$ cat config.mk
export PLATFORM = sky130hd
export DESIGN_NAME = port_light_ctrl
export DESIGN_NICKNAME = d
export VERILOG_FILES = /design/src/rtl/port_light_pkg.sv /design/src/rtl/port_light_dec.sv /design/src/rtl/port_light_cell.sv /design/src/rtl/port_light_ctrl.sv
export SDC_FILE = /design/constraint.sdc
export NUM_CORES = 1
export LEC_CHECK = 0
export BUFFER_PORTS_ARGS = -buffer_cell sky130_fd_sc_hd__buf_2
export CORE_AREA = 3 3 45 47
export DETAILED_ROUTE_END_ITERATION = 10
export DIE_AREA = 0 0 48 50
export PLACE_DENSITY_LB_ADDON = 0.15
export SLEW_MARGIN = 20
export SYNTH_ARGS = -nofsm -noshare
export SYNTH_HDL_FRONTEND = slang
export SYNTH_SLANG_ARGS = --single-unit
$ cat constraint.sdc
create_clock -name clk_i -period 0.9 [get_ports clk_i]
set_input_delay 0.135 -clock clk_i [delete_from_list [all_inputs] [get_ports clk_i]]
set_output_delay 0.135 -clock clk_i [all_outputs]
set_load 0.1 [all_outputs]
$ cat src/rtl/port_light_pkg.sv
package port_light_pkg;
  typedef enum logic [1:0] {
    MODE_AUTO = 2'd0,
    MODE_AMB  = 2'd1,
    MODE_GRN  = 2'd2,
    MODE_OFF  = 2'd3
  } light_mode_e;

  typedef enum logic [2:0] {
    ACT_NONE = 3'd0,
    ACT_AUTO = 3'd1,
    ACT_AMB  = 3'd2,
    ACT_GRN  = 3'd3,
    ACT_OFF  = 3'd4
  } light_act_e;

  localparam logic FEAT_IND = 1'b0;
  localparam logic FEAT_PWR = 1'b1;
endpackage

$ cat src/rtl/port_light_dec.sv
module port_light_dec
  import port_light_pkg::*;
#(
  parameter int NPORTS = 4,
  parameter int IDX_W  = 2
) (
  input  logic              cmd_valid_i,
  input  logic              cmd_set_i,
  input  logic              cmd_feat_i,
  input  logic [IDX_W-1:0]  cmd_port_i,
  input  logic [7:0]        cmd_sel_i,
  output logic [NPORTS-1:0] hit_o,
  output light_act_e        act_o
);
  always_comb begin
    act_o = ACT_NONE;
    if (!cmd_set_i) begin
      if (cmd_feat_i == FEAT_IND) act_o = ACT_AUTO;
    end else if (cmd_feat_i == FEAT_PWR) begin
      act_o = ACT_AUTO;
    end else begin
      unique case (cmd_sel_i)
        8'd0:    act_o = ACT_AUTO;
        8'd1:    act_o = ACT_AMB;
        8'd2:    act_o = ACT_GRN;
        8'd3:    act_o = ACT_OFF;
        default: act_o = ACT_NONE;  // reserved
      endcase
    end
  end

  for (genvar g = 0; g < NPORTS; g++) begin : g_hit
    assign hit_o[g] = cmd_valid_i && (cmd_port_i == IDX_W'(g));
  end
endmodule

$ cat src/rtl/port_light_cell.sv
module port_light_cell
  import port_light_pkg::*;
(
  input  logic        clk_i,
  input  logic        rst_ni,
  input  logic        hit_i,
  input  light_act_e  act_i,
  input  logic        pwr_i,
  input  logic        en_i,
  input  logic        tx_i,
  input  logic        txr_i,
  input  logic        oc_i,
  output light_mode_e mode_o,
  output logic        grn_o,
  output logic        amb_o
);
  light_mode_e mode_q;

  always_ff @(posedge clk_i or negedge rst_ni) begin
    if (!rst_ni) begin
      mode_q <= MODE_AUTO;
    end else if (hit_i) begin
      unique case (act_i)
        ACT_AUTO: mode_q <= MODE_AUTO;
        ACT_AMB:  mode_q <= MODE_AMB;
        ACT_GRN:  mode_q <= MODE_GRN;
        ACT_OFF:  mode_q <= MODE_OFF;
        default:  mode_q <= mode_q;
      endcase
    end
  end

  always_comb begin
    grn_o = 1'b0;
    amb_o = 1'b0;
    unique case (mode_q)
      MODE_AUTO: begin
        amb_o = oc_i;
        grn_o = !oc_i && pwr_i && (en_i || tx_i || txr_i);
      end
      MODE_AMB: amb_o = 1'b1;
      MODE_GRN: grn_o = 1'b1;
      default:  ;
    endcase
  end

  assign mode_o = mode_q;


  excl_color_chk: assert property (@(posedge clk_i) disable iff (!rst_ni)
    !(grn_o && amb_o));


  auto_oc_amb_chk: assert property (@(posedge clk_i) disable iff (!rst_ni)
    (mode_q == MODE_AUTO && oc_i) |-> (amb_o && !grn_o));


  man_amb_chk: assert property (@(posedge clk_i) disable iff (!rst_ni)
    (mode_q == MODE_AMB) |-> (amb_o && !grn_o));


  to_auto_chk: assert property (@(posedge clk_i) disable iff (!rst_ni)
    (hit_i && act_i == ACT_AUTO) |=> (mode_q == MODE_AUTO));


  idle_hold_chk: assert property (@(posedge clk_i) disable iff (!rst_ni)
    !hit_i |=> $stable(mode_q));
endmodule

$ cat src/rtl/port_light_ctrl.sv
module port_light_ctrl
  import port_light_pkg::*;
#(
  parameter int NPORTS = 4,
  localparam int IDX_W = (NPORTS > 1) ? $clog2(NPORTS) : 1
) (
  input  logic              clk_i,
  input  logic              rst_ni,
  input  logic              cmd_valid_i,
  input  logic              cmd_set_i,
  input  logic              cmd_feat_i,
  input  logic [IDX_W-1:0]  cmd_port_i,
  input  logic [7:0]        cmd_sel_i,
  input  logic [NPORTS-1:0] port_pwr_i,
  input  logic [NPORTS-1:0] port_en_i,
  input  logic [NPORTS-1:0] port_tx_i,
  input  logic [NPORTS-1:0] port_txr_i,
  input  logic [NPORTS-1:0] port_oc_i,
  output logic [NPORTS-1:0] led_grn_o,
  output logic [NPORTS-1:0] led_amb_o
);
  logic [NPORTS-1:0] hit;
  light_act_e        act;
  light_mode_e       mode [NPORTS];

  port_light_dec #(.NPORTS(NPORTS), .IDX_W(IDX_W)) u_dec (
    .cmd_valid_i (cmd_valid_i),
    .cmd_set_i   (cmd_set_i),
    .cmd_feat_i  (cmd_feat_i),
    .cmd_port_i  (cmd_port_i),
    .cmd_sel_i   (cmd_sel_i),
    .hit_o       (hit),
    .act_o       (act)
  );

  for (genvar p = 0; p < NPORTS; p++) begin : g_port
    port_light_cell u_cell (
      .clk_i  (clk_i),
      .rst_ni (rst_ni),
      .hit_i  (hit[p]),
      .act_i  (act),
      .pwr_i  (port_pwr_i[p]),
      .en_i   (port_en_i[p]),
      .tx_i   (port_tx_i[p]),
      .txr_i  (port_txr_i[p]),
      .oc_i   (port_oc_i[p]),
      .mode_o (mode[p]),
      .grn_o  (led_grn_o[p]),
      .amb_o  (led_amb_o[p])
    );


    rsv_sel_chk: assert property (@(posedge clk_i) disable iff (!rst_ni)
      (cmd_valid_i && cmd_set_i && cmd_feat_i == FEAT_IND && cmd_sel_i > 8'd3)
        |=> $stable(mode[p]));


    pwr_clr_chk: assert property (@(posedge clk_i) disable iff (!rst_ni)
      (cmd_valid_i && !cmd_set_i && cmd_feat_i == FEAT_PWR) |=> $stable(mode[p]));
  end


  one_hit_chk: assert property (@(posedge clk_i) disable iff (!rst_ni) $onehot0(hit));
endmodule

# [Yosys cells after proc, flatten, opt, wreduce, memory -nomap -nowiden]
# Cells that the tools add are included.
[totals] register_bits=8 output_inout_bits=8 word_cells=70
[op_classes] n_eq_ne=18 n_reduce_logical=35 muxes=13
[op_table] cell="== test 8 x 2 -> 1 bit, second input constant" n=2
[op_table] cell="one-hot mux 1 bit (2 select lines)" n=8
[op_table] cell="== test 2 bit, second input constant" n=6
[op_table] cell="logical AND 1 bit" n=12
[op_table] cell="one-hot mux 3 bit (4 select lines)" n=1
[op_table] cell="== test 2 x 1 -> 1 bit, second input constant" n=5
[op_table] cell="logical NOT 2 bit" n=5
[op_table] cell="== test 8 x 1 -> 1 bit, second input constant" n=1
[op_table] cell="logical NOT 8 bit" n=1
[op_table] cell="logical OR 1 bit" n=8
[op_table] cell="one-hot mux 2 bit (4 select lines)" n=1
[op_table] cell="AND reduction 2 bit" n=4
[op_table] cell="== test 3 x 2 -> 1 bit, second input constant" n=2
[op_table] cell="2-to-1 mux 3 bit" n=2
[op_table] cell="logical NOT 1 bit" n=4
[op_table] cell="nonzero test 4 bit" n=1
[op_table] cell="== test 3 x 1 -> 1 bit, second input constant" n=1
[op_table] cell="== test 3 bit, second input constant" n=1
[op_table] cell="2-to-1 mux 1 bit" n=1

# [Logic depth before layout (Yosys ltp)]
# Gate-level depths: netlist (run 1).
[logic_depth] word_depth=7 ltp_mapped=4

# [By module]
# Synthesis (run 1) repeated with hierarchy kept, for this count alone.
[unflattened] hier_cells=86 area_unflattened_um2=700.7
[modules_own_cells] mod="port_light_cell" area_per_inst_um2=151.4 cells_per_inst=18 seq_area_each_um2=50.0 n_inst=4
[modules_own_cells] mod="port_light_dec" area_per_inst_um2=95.1 cells_per_inst=14 seq_area_each_um2=0.0 n_inst=1

# [Worst setup path after synthesis (run 1)]
# OpenSTA, ideal clock, no wires.
[synth_timing] path_type="input -> register" start="input port cmd_sel_i[5]" end="register g_port[0].u_cell.mode_q[0]" setup_time_ps=132 t_arrival_ps=854 path_buffers=0 path_stages=3 setup_slack_ps=-87 required_ps=768 path_cell_list="nor4_4 a22o_4 o211ai_1"
[synth_via] elab_chain_len=7 word_cells_on_any_way=14 classes_between="7 x eq/ne; 4 x mux; 3 x reduce/logical"
[synth_rtl] element="start, declared" line_no="port_light_ctrl.sv:13" rtl="input logic [7:0] cmd_sel_i,"
[synth_rtl] element="== test 8 x 2 -> 1 bit (tied with other cells)" line_no="port_light_dec.sv:22" rtl="unique case (cmd_sel_i)"
[synth_rtl] element="one-hot mux 3 bit (4 select lines) (*)" line_no="port_light_dec.sv:22"
[synth_rtl] element="2-to-1 mux 3 bit (*)" line_no="port_light_dec.sv:19" rtl="end else if (cmd_feat_i == FEAT_PWR) begin"
[synth_rtl] element="2-to-1 mux 3 bit (*)" line_no="port_light_dec.sv:17" rtl="if (!cmd_set_i) begin"
[synth_rtl] element="== test 3 x 1 -> 1 bit (tied with other cells)" line_no="port_light_cell.sv:23" rtl="unique case (act_i)"
[synth_rtl] element="nonzero test 4 bit (no source line)"
[synth_rtl] element="AND reduction 2 bit (no source line)"
[synth_rtl] element="end signal, assigned" line_no="port_light_cell.sv:28" rtl="default: mode_q <= mode_q;"
[synth_rtl] element="end, declared" line_no="port_light_cell.sv:17" rtl="light_mode_e mode_q;"
# Mark *: on every way between the ends. The rest lies on a longest branch, timed or not.
# A chain may end at the register's enable or synchronous reset.

# [Final worst setup path (run 1)]
[layout_timing] start="register g_port[0].u_cell.mode_q[0]" end="output port led_amb_o[0]"
[layout_via] elab_chain_len=2 word_cells_on_any_way=3 classes_between="1 x eq/ne; 1 x mux; 1 x reduce/logical"
[layout_rtl] element="== test 2 x 1 -> 1 bit or logical NOT 2 bit (tied branches)" line_no="port_light_cell.sv:36" rtl="unique case (mode_q)"
[layout_rtl] element="one-hot mux 1 bit (2 select lines) (*)" line_no="port_light_cell.sv:36"
[layout_rtl] element="end, declared" line_no="port_light_ctrl.sv:20" rtl="output logic [NPORTS-1:0] led_amb_o"
# Marks and branches as above.

==> results.txt, run 1 <==
Latest clock arrival within the worst-skew pair -> 0.25 ns
Endpoint class of the critical path -> output pin
Leak -> 0.609 nW
Area of the die -> 0.00240 mm^2
Initial Util -> 38.4%
RSZ-0062 raised after global routing -> yes
TritonCTS Buffers -> 3
Initial antenna violation count -> 0
Dpl hpwl -> 1.45 mm
Clock sinks -> 8
WP buf/inv -> 2
Relative slew slack -> 71.0%
CTS tree -> yes
Gr ovfl total -> 0
Clock power frac -> 18.6%
Total nets after synthesis -> 111
Via count -> 819
Final Hold Viols -> 0
Area growth syn-to-layout -> 93.2%
Cell variety after synth -> 17
Max cap viols -> 0
Antenna viol nets, final -> 0
Critical path's slowest cell -> dfrtp_1
Layout cells sized above 1 -> 64.5%
WL final -> 1.81 mm
FF+latch area -> 203 um^2
Crit path max-delay family -> flip-flops
Total Routing Usage GR -> 17.6%
P_sw -> 0.566 mW
Power share of the sequential group -> 29.7%
Final Skew -> 0 ns
Final setup fails -> 9
Share of the synthesized area in the top cell type -> 30.9%
Root buf cell -> clkbuf_4
Slew Viols, Final -> 0
Post-synthesis sequential area ratio -> 30.9%
CTS H-Tree Depth -> 1
Avg WL per Cell -> 11.6 um
Power Density -> 1150 mW/mm^2
Final GP Congestion -> 0.777
I/O Pins -> 43
CP required -> 0.76 ns
CTS max path bufs -> 2
Port bufs -> 42
Max reg flops -> 8
Combinational share of power -> 51.7%
Cell Int Power -> 0.880 mW
Final Cycle Share -> 135%
Largest net degree at the start of global routing -> 9
Initial DRC Count -> 13
Global-route wire length before repair -> 3.10 mm
Post-route DRC -> 0
Post-Syn Area -> 648 um^2
Peak supply drop -> 0.566 mV
Post-Place Cells -> 147
Sw frac -> 39.1%
Slack of the critical path -> -0.318 ns
Reg2Reg Capture Point -> g_port[1].u_cell.mode_o[1]
Final-layout fill cell count -> 129
Final min period -> 1.22 ns
Worst-path clk slew -> 0.05 ns
Setup crit start kind -> flip-flop
ANT cells -> 0
FMAX -> 0.821 GHz
Vias in the first global route -> 793
Final non-filler cell total -> 155
Die Wd -> 48 um
Crit-path cells -> inv_2 > a21oi_4 > buf_12
Syn. warnings -> 0
CP Depth -> 3
Tot Pwr -> 1.45 mW
Min Hold Slack -> 0.191 ns
Syn Area/Cell -> 8.53 um^2
Critical Path Source -> g_port[0].u_cell.mode_o[0]
Post-synthesis register bit count -> 8
Multi-input gate area in the final layout -> 418 um^2
Register-to-register setup slack -> -0.14 ns
Status -> complete, but fails checks
Worst R2R Path Depth -> 5
NumNets Final -> 175
Synth top area cells -> dfrtp_1, buf_4, o211ai_1, nand4_1, inv_1
Max Fanout on Critical Path -> 3
Vias per cell -> 5.28
Cell Rows -> 15
Reg-to-reg startpoint -> g_port[1].u_cell.mode_o[1]
Crit path largest cell delay -> 0.43 ns
Failing checks -> negative setup slack
Syn Inst Count -> 76
Worst Setup EP -> led_amb_o[0]
Die Y -> 50 um
Area leader, netlist -> dfrtp_1
Critical Path AT -> 1.08 ns
Worst-Margin Slew -> 0.429 ns
Total core area -> 0.00169 mm^2
Total iterations of the first detailed-routing run -> 4
HP Class -> input pin to flip-flop
Setup Crit Path Kind -> flip-flop to output pin
cell type report:
type | count | share of cell area, %
sequential | 8 | 16.2
multi-input combinational | 48 | 33.4
clock buffer | 3 | 1.80
inverter | 12 | 3.60
timing repair buffer | 67 | 43.4
tap | 17 | 1.70
worst min-delay path by stage:
stage	startpoint	end	depth (start not counted)
floorplan	rst_ni	g_port[0].u_cell.mode_o[0]	0
global placement	rst_ni	g_port[1].u_cell.mode_o[0]	1
detailed placement	rst_ni	g_port[1].u_cell.mode_o[0]	1
CTS	cmd_sel_i[0]	g_port[0].u_cell.mode_o[0]	3
global route	cmd_sel_i[1]	g_port[2].u_cell.mode_o[1]	3
finish	cmd_sel_i[0]	g_port[0].u_cell.mode_o[0]	3
per-layer routing:
metal  routed length, um  vias to the layer above  global-route usage (%)
met4                  38                        0                    9.87
met5                   0                        -                       0
met3                 144                        4                    3.28
met2                 931                       39                    29.1
li1                    -                      403                       -
met1                 690                      373                    20.0
timing repair:
action	CTS	global route
hold buffers	1	0
endpoints found under the setup margin	8	11
pin swaps	8	9
hold endpoints to repair	8	0
buffers inserted	4	3
resized for setup	15	12
worst min-delay path, delay by kind of cell:
kind	cells	cell delay (ns)
and+or+nand+nor	1	0.07
buffers and inverters	1	0.12
AOI/OAI and AO/OA	1	0.07
cell usage after synthesis, drive strengths merged:
master	instances
o211ai	8
nand2	7
nor4b	1
nor3b	1
and4b	1
inv	12
dfrtp	8
a21oi	8
buf	8
nor4bb	3
o311ai	4
nand2b	2
o21ai	2
nand4	8
xnor2	1
nor4	1
a22o	1
placed cells by master, fill, tap and decap left out, types with 3 or more instances in the layout:
master,count
buf_2,34
buf_4,18
nand4_1,8
o211ai_1,8
buf_12,8
inv_2,7
nand2_1,7
a21oi_4,6
dfrtp_1,6
buf_6,6
inv_1,5
o311ai_1,4
nor4bb_1,3
clkbuf_4,3
power by group through the flow:
stage	sequential, mW	clock (mW)	combinational (mW)
finish	0.429	0.269	0.748
global route	0.433	0.307	0.796
CTS	0.420	0.279	0.731
detailed placement	0.422	0	0.676
global placement	0.421	0	0.667
floorplan	0.415	0	0.421
cells by family after synthesis:
| family | after synthesis | share of synthesized area, % |
|---|---|---|
| AO/OA/AOI/OAI | 23 | 25.1 |
| XOR/XNOR | 1 | 1.35 |
| buffers and inverters | 20 | 16.2 |
| flip-flops | 8 | 30.9 |
| AND/OR/NAND/NOR | 24 | 26.4 |
through the flow:
step	cell area (um^2)	util (%)	setup slack, ns	TNS [ns]
floorplan	712	-	-0.0800	-0.631
global placement	1110	65.9	-0.136	-1.52
detailed placement	1110	65.9	-0.173	-1.96
CTS	1210	71.8	-0.342	-2.59
global route	1250	74.1	-0.387	-3.08
finish	1250	74.1	-0.318	-2.57
No activity file was read; power rests on OpenSTA's default activity.
==> run 2: changes to the inputs <==
--- a/config.mk
+++ b/config.mk
@@ -9,7 +9,9 @@
 export CORE_AREA = 3 3 45 47
 export DETAILED_ROUTE_END_ITERATION = 10
 export DIE_AREA = 0 0 48 50
-export PLACE_DENSITY_LB_ADDON = 0.15
+export GPL_TIMING_DRIVEN = 0
+export PLACE_DENSITY = 0.73
+export SETUP_SLACK_MARGIN = 0.2
 export SLEW_MARGIN = 20
 export SYNTH_ARGS = -nofsm -noshare
 export SYNTH_HDL_FRONTEND = slang
==> results.txt, run 2 (synthesis results as in run 1) <==
Status -> complete, but fails checks
Failing checks -> negative setup slack
Global-route wire length before repair -> 3.03 mm (-2.2%)
DP Area -> 955 um^2 (-14%)
Clock sinks -> 8 (unchanged)
Initial Util -> 38.4% (unchanged)
Setup crit start kind -> flip-flop
Vias per cell -> 5.65 (+6.9%)
Final Cycle Share -> 145% (+9.9 points)
Initial antenna violation count -> 0 (unchanged)
Power Density -> 1180 mW/mm^2 (+2.1%)
Worst-Margin Slew -> 0.332 ns (-0.0965 ns)
Final GP Congestion -> 0.766 (-1.5%)
CTS H-Tree Depth -> 1 (unchanged)
Avg WL per Cell -> 13.9 um (+20%)
Area growth syn-to-layout -> 94.8%
Critical path's slowest cell -> dfrtp_1
Antenna viol nets, final -> 0 (unchanged)
Post-route DRC -> 0 (unchanged)
RSZ-0062 raised after global routing -> yes
Max reg flops -> 8 (unchanged)
Worst-path clk slew -> 0.06 ns (about the same)
Max Fanout on Critical Path -> 3 (unchanged)
Final-layout fill cell count -> 131 (+1.6%)
Gr ovfl total -> 0 (unchanged)
Final Skew -> 0 ns (unchanged)
Tot Pwr -> 1.49 mW (+2.9%)
I/O Pins -> 43 (unchanged)
Largest net degree at the start of global routing -> 10 (+1)
Crit path largest cell delay -> 0.41 ns (-0.02 ns)
FMAX -> 0.765 GHz (-6.8%)
Crit-path cells -> inv_2 > a21oi_2 > buf_8 > buf_12
Fin area -> 0.00126 mm^2 (+0.80%)
Final min period -> 1.31 ns (+0.0895 ns)
HP Class -> input pin to flip-flop
Setup Crit Path Kind -> flip-flop to output pin
ANT cells -> 0 (unchanged)
Latest clock arrival within the worst-skew pair -> 0.25 ns (about the same)
Total core area -> 0.00169 mm^2 (unchanged)
NumNets Final -> 170 (-2.9%)
Leak -> 0.606 nW (-0.42%)
Layout cells sized above 1 -> 66.2% (+1.7 points)
TritonCTS Buffers -> 3 (unchanged)
Vias in the first global route -> 759 (-4.3%)
Slack of the critical path -> -0.408 ns (-0.0895 ns)
Final setup fails -> 9 (unchanged)
Endpoint class of the critical path -> output pin
CTS tree -> yes
Final Hold Viols -> 0 (unchanged)
Die Wd -> 48 um (unchanged)
Cell Rows -> 15 (unchanged)
Max cap viols -> 0 (unchanged)
Port bufs -> 42 (unchanged)
Multi-input gate area in the final layout -> 412 um^2 (-1.5%)
FF+latch area -> 200 um^2 (-1.2%)
WL final -> 2.09 mm (+16%)
Total iterations of the first detailed-routing run -> 4 (unchanged)
Slew Viols, Final -> 0 (unchanged)
Critical Path AT -> 1.17 ns (+0.09 ns)
Dpl hpwl -> 1.38 mm (-5.2%)
Via count -> 847 (+3.4%)
Initial DRC Count -> 11 (-2)
Relative slew slack -> 77.5% (+6.6 points)
Peak supply drop -> 0.499 mV (-12%)
CTS max path bufs -> 2 (unchanged)
Commonest non-fill, non-tap cell in the layout -> buf_2
Root buf cell -> clkbuf_4
CP required -> 0.76 ns (about the same)
Area of the die -> 0.00240 mm^2 (unchanged)
Final core utilization -> 74.7% (+0.59 points)
Total Routing Usage GR -> 17.0% (-0.58 points)
Die Y -> 50 um (unchanged)
Most frequent cells in the layout -> buf_2, buf_6
run 2: what timing repair did:
action / 4_1_cts / 5_1_grt
buffers inserted: 7 / 4
setup endpoints to repair: 16 / 16
hold endpoints to repair: 8 / 0
pin swaps: 15 / 12
resized for setup: 46 / 9
hold buffers: 1 / 0
run 2: layout make-up:
type | count | area share [%]
inverter | 12 | 3.57
sequential | 8 | 15.9
multi-input combinational | 48 | 32.6
tap | 17 | 1.68
buffer | 8 | 8.33
timing repair buffer | 54 | 36.2
clock buffer | 3 | 1.78
run 2: where the power goes:
part           total [mW]  internal [mW]  leakage, nW  switching, mW
Combinational       0.791          0.368        0.517          0.423
Sequential          0.423          0.389       0.0757         0.0342
Clock               0.275          0.153       0.0138          0.122
Total                1.49          0.909        0.606          0.579
run 2: layer usage:
metal	wire length (um)	global-route usage, %
met1	767	20.8
met2	1140	28.6
met3	155	1.46
met4	27	7.62
met5	0	0
run 2: worst paths after layout:
check / depth (start not counted) / slack, ns / end / start
worst max-delay path: 4 / -0.41 / led_amb_o[2] / g_port[2].u_cell.mode_o[0]
worst min-delay path: 3 / 0.20 / g_port[0].u_cell.mode_o[0] / cmd_sel_i[0]
worst max register to register: 4 / -0.06 / g_port[2].u_cell.mode_o[0] / g_port[2].u_cell.mode_o[0]
worst min register to register: 2 / 0.56 / g_port[1].u_cell.mode_o[0] / g_port[1].u_cell.mode_o[0]
max in group asynchronous: 2 / 0.45 / g_port[1].u_cell.mode_o[1] / rst_ni
min in group asynchronous: 2 / 0.28 / g_port[3].u_cell.mode_o[0] / rst_ni
run 2: worst max-delay path: cells and delay by family (launching register included):
family | cells | cell delay (ns)
AOI/OAI and AO/OA | 1 | 0.17
DFF | 1 | 0.41
buffers and inverters | 3 | 0.35
run 2: per-stage QoR:
step / setup TNS (ns) / hold slack [ns] / worst slack, ns / cells
final: -2.95 / 0.202 / -0.408 / 150
after global routing: -3.51 / 0.214 / -0.483 / 150
after CTS: -2.88 / 0.196 / -0.386 / 146
after detailed placement: -5.30 / -0.00612 / -0.352 / 135
after global placement: -5.14 / -0.0133 / -0.340 / 135
after floorplan: -0.631 / -0.161 / -0.0800 / 76
